### src/rtl/hash_cmd_intake.sv
module hash_cmd_intake #(
  parameter int FUNCT_W = 7,
  parameter int DATA_W  = 64
) (
  input  logic               clk,
  input  logic               rst_n,
  input  logic               cmd_valid,
  output logic               cmd_ready,
  input  logic [FUNCT_W-1:0] cmd_funct,
  input  logic [DATA_W-1:0]  cmd_op_a,
  input  logic [DATA_W-1:0]  cmd_op_b,
  input  logic               cmd_want_resp,
  output logic               ctx_valid,
  output logic [DATA_W-1:0]  ctx_src,
  output logic [DATA_W-1:0]  ctx_dst,
  output logic [DATA_W-1:0]  ctx_len,
  input  logic               eng_done,
  output logic               resp_valid
);

  localparam logic [FUNCT_W-1:0] FN_ADDR = FUNCT_W'(0);
  localparam logic [FUNCT_W-1:0] FN_LEN  = FUNCT_W'(1);

  logic addr_have;
  logic resp_req;

  wire take     = cmd_valid && cmd_ready;
  wire take_adr = take && (cmd_funct == FN_ADDR);
  wire take_len = take && (cmd_funct == FN_LEN);
  wire launch   = take_len && addr_have;
  wire finish   = ctx_valid && eng_done;

  assign cmd_ready = !ctx_valid;

  always_ff @(posedge clk or negedge rst_n) begin
    if (!rst_n) begin
      ctx_src <= '0;
      ctx_dst <= '0;
    end else if (take_adr) begin
      ctx_src <= cmd_op_a;
      ctx_dst <= cmd_op_b;
    end
  end

  always_ff @(posedge clk or negedge rst_n) begin
    if (!rst_n) begin
      ctx_len  <= '0;
      resp_req <= 1'b0;
    end else if (launch) begin
      ctx_len  <= cmd_op_a;
      resp_req <= cmd_want_resp;
    end
  end

  always_ff @(posedge clk or negedge rst_n) begin
    if (!rst_n)        addr_have <= 1'b0;
    else if (finish)   addr_have <= 1'b0;
    else if (take_adr) addr_have <= 1'b1;
  end

  always_ff @(posedge clk or negedge rst_n) begin
    if (!rst_n)      ctx_valid <= 1'b0;
    else if (finish) ctx_valid <= 1'b0;
    else if (launch) ctx_valid <= 1'b1;
  end

  always_ff @(posedge clk or negedge rst_n) begin
    if (!rst_n) resp_valid <= 1'b0;
    else        resp_valid <= finish && resp_req;
  end

endmodule

### config.mk
export PLATFORM = sky130hd
export DESIGN_NAME = hash_cmd_intake
export DESIGN_NICKNAME = d
export VERILOG_FILES = /design/src/rtl/hash_cmd_intake.sv
export SDC_FILE = /design/constraint.sdc
export NUM_CORES = 1
export LEC_CHECK = 0
export CAP_MARGIN = 0
export CELL_PAD_IN_SITES_DETAIL_PLACEMENT = 0
export CELL_PAD_IN_SITES_GLOBAL_PLACEMENT = 2
export CORE_MARGIN = 2
export CORE_UTILIZATION = 30
export DETAILED_ROUTE_END_ITERATION = 7
export PLACE_DENSITY_LB_ADDON = 0.25
export SYNTH_ARGS = -nofsm -noshare
export SYNTH_HDL_FRONTEND = slang
export SYNTH_SLANG_ARGS = --single-unit
### constraint.sdc
create_clock -name clk -period 5.54 [get_ports clk]
set_input_delay 0.554 -clock clk [delete_from_list [all_inputs] [get_ports clk]]
set_output_delay 0.554 -clock clk [all_outputs]
set_load 0.05 [all_outputs]
==> results.txt <==
The worst-case vdd ir drop came out at 0.000185 V. Die boundary width: 161 um. In the final layout, the share of cells above drive strength 1 is 30.0%. In this run the worst path has a maximum fanout of 129.

Entering global routing, the biggest net connects 130 pins. The die covers 26000 sq um. The origin of the worst setup path is cmd_funct[2].

The standard cell area after detailed placement is 11100 sq um, and the site row count is 57. Number of max-slew violations in the final report: 0. At the end of routability-driven placement, the weighted congestion stood at 0.728. Timing would allow up to 0.388 GHz.

The total iterations of the first detailed-routing run was 3; the synthesized area divided by synthesized cell count was 17.7 sq um. The worst endpoint required time came out at 5.85 ns. In the final routed layout, each cell accounts on average for 17.8 um. The tools report the fraction of met1 tracks used by global routing as 17.3%.

On the final layout, the worst clock skew is 0.00925 ns. The run finished with clean final reports. The run gives 0 as the quantity of gates resized following cts. The combined global-route utilization of all metal layers was 15.2%.

For the clock network latency to the later pin of the worst-skew pair, the log shows 0.43 ns. The routing layer with the top usage in global route is met2. The synthesized netlist contains 15 unique library cells. The start-to-end type of the worst setup path was in -> reg. The wire length of the first global-routing pass was 30.6 mm. In the finished design, the share of the clock period the worst path needs comes to 46.6%.

After detailed routing, the total wire length is 19.5 mm. The met2 track demand over resource came out at 27.3%. The tools report the antenna cell count as 0. The smallest clock period supported by the final layout is computed as 2.58 ns.

The die is 161 um tall. TritonCTS created 17 clock buffers. At the pin with the least slew margin, the transition time is 1.14 ns. The run gives 0.00345 W as the total power of the final layout.

The static power due to leakage was 5.43 nW. The run gives 0 as the reported max-cap violation count. The count of buffers added on input and output ports is 334. Relative to the synthesized area, the layout overhead comes to 57.2%.

Detailed placement ended at an HPWL of 13.7 mm. In the post-route analysis, the smallest setup slack over all paths is 2.96 ns. STA classifies the critical path endpoint as a flop.

Headroom to the max-slew limit came out at 24.0%. The total of warnings raised by yosys came out at 0. The run gives 161 as the violation count after the first detailed-route iteration. The via total after detailed routing is 4707, and the met3 demand-to-capacity share in global routing is 4.85%. The initial utilization of the core area, before any placement, comes to 30.5%. After detailed routing, the number of vias per cell comes to 4.31. Register clock-pin slew on the reported worst setup and hold paths: 0.08 ns. The logs give 24300 sq um for the core box area and 0 for the final antenna-violating net count. The number of hold violations in the final report came out at 0. The run gives 66.1% as the share of synthesized area occupied by flip-flops and latches.

STA classifies the critical path startpoint as an input port. Setup violations remaining at the end of the flow were counted as 0. The H-tree generated during clock tree synthesis spans 4 levels. Startpoint of the worst-slack reg-to-reg timing path: ctx_valid.

Class of the tightest hold or removal check: in -> async. OpenSTA, run right after detailed placement, puts the worst setup slack at 2.56 ns. The post-CTS setup repair buffer count came out at 0.

Setup repair after global routing left no endpoint under its margin. The number of global-route vias before repair came out at 5227. The fraction of the core area covered by cells at the end of the flow is 48.0%. Final routed DRC violation total: 0. TritonCTS built the clock tree. The logs give 0 for the initial antenna violation count and 2 for the maximum clock insertion buffer count. The clock net in this run drives a total of 196 sinks. After the last flow step, the layout net total stands at 896. Pin placement for this block handled 335 I/O pins. In the synthesized netlist, the number of instances is 420. The root buffer selected by CTS is sky130_fd_sc_hd__clkbuf_16. For the overflow left after global routing, the log shows 0. The synthesis-stage register bit count was 196; the power per cell area was 296 nW/um^2.

The number of nets handed over by synthesis was 560. Sum of negative setup slack: 0 ns. In this run, post-CTS hold repair placed 0 buffers. In this run the cell area of the synthesized design comes to 7420 sq um. Once layout is done, the placed cells without fillers occupy 11700 sq um.

The run gives 2.89 ns as the critical path data arrival time.
critical path, stage by stage:
cell and delay [ns]:
sky130_fd_sc_hd__clkdlybuf4s50_1 0.39, sky130_fd_sc_hd__or4_1 0.55, sky130_fd_sc_hd__nor3_2 0.25, sky130_fd_sc_hd__buf_12 0.49
sky130_fd_sc_hd__mux2_2 0.41
synthesized netlist by cell type (all sizes together):
library cell,n,area share [%]
a21o,1,0.10
and3,1,0.084
buf,21,1.9
dfrtp,196,66
inv,1,0.051
mux2,193,31
nand2,2,0.10
nor3,1,0.067
o21ai,1,0.067
or3,1,0.084
or4,1,0.10
or4b,1,0.13
where the power goes:
| part | total (W) | internal [W] | switching, W |
|---|---|---|---|
| sequential | 0.00155 | 0.00151 | 0.0000410 |
| combinational | 0.000676 | 0.000278 | 0.000398 |
| clock | 0.00122 | 0.000648 | 0.000574 |
through the flow:
stage / cells / hold slack [ns]
after floorplan: 420 / 0.258
after global placement: 1061 / 0.476
after detailed placement: 1061 / 0.483
after CTS: 1093 / 0.243
after global routing: 1093 / 0.248
final: 1093 / 0.186
logic make-up after synthesis:
group	synth area share [%]
and+or+nand+nor	0.573
muxes	31.3
DFF	66.1
AOI/OAI and AO/OA	0.169
buffers and inverters	1.92
final timing paths:
kind | slack, ns | depth (start not counted) | to
max reg2reg | 3.08 | 4 | ctx_src[23]
min | 0.19 | 1 | ctx_dst[63]
min in group clk | 0.49 | 1 | addr_have
min reg2reg | 0.49 | 1 | addr_have
max in group asynchronous | 3.81 | 2 | ctx_src[53]
max | 2.96 | 5 | ctx_src[23]
layer usage:
| metal | share of wire [%] | wire (um) |
|---|---|---|
| met4 | 1.9 | 367 |
| met5 | 0 | 0 |
| met3 | 5.9 | 1140 |
| met2 | 54 | 10500 |
| met1 | 39 | 7530 |
state kept, by name, indices dropped and copies added, names as in the netlist:
signal and count:
ctx_src 64, ctx_len 64, ctx_dst 64, resp_valid 1, resp_req 1, ctx_valid 1
addr_have 1
placed cells by master (no fill, tap or decap):
cell type	netlist	final
sky130_fd_sc_hd__clkinvlp_4	0	2
sky130_fd_sc_hd__o21ai_0	1	1
sky130_fd_sc_hd__clkdlybuf4s50_1	0	333
sky130_fd_sc_hd__nor3_2	0	1
sky130_fd_sc_hd__nand2_1	2	2
sky130_fd_sc_hd__clkinv_2	0	1
sky130_fd_sc_hd__or4b_1	1	1
sky130_fd_sc_hd__buf_12	0	1
sky130_fd_sc_hd__inv_6	0	6
sky130_fd_sc_hd__clkbuf_1	0	1
sky130_fd_sc_hd__and3_1	1	1
sky130_fd_sc_hd__or4_1	1	1
sky130_fd_sc_hd__mux2_4	39	39
sky130_fd_sc_hd__mux2_2	154	154
sky130_fd_sc_hd__inv_8	0	2
sky130_fd_sc_hd__dfrtp_1	196	196
sky130_fd_sc_hd__clkbuf_16	0	17
sky130_fd_sc_hd__or3_4	0	1
sky130_fd_sc_hd__a21o_1	1	1
sky130_fd_sc_hd__inv_1	1	1
sky130_fd_sc_hd__bufinv_16	0	1
sky130_fd_sc_hd__clkbuf_8	0	2
sky130_fd_sc_hd__clkinv_4	0	1
sky130_fd_sc_hd__buf_4	1	3
cell type report:
cell class | instances | area [sq um]
Sequential cell | 196 | 4900
Clock inverter | 13 | 134
Inverter | 1 | 3.75
Tap cell | 324 | 405
Multi-Input combinational cell | 202 | 2380
Fill cell | 2129 | 12700
Timing Repair Buffer | 338 | 3390
Clock buffer | 19 | 443
(Power assumes the default switching activity.)
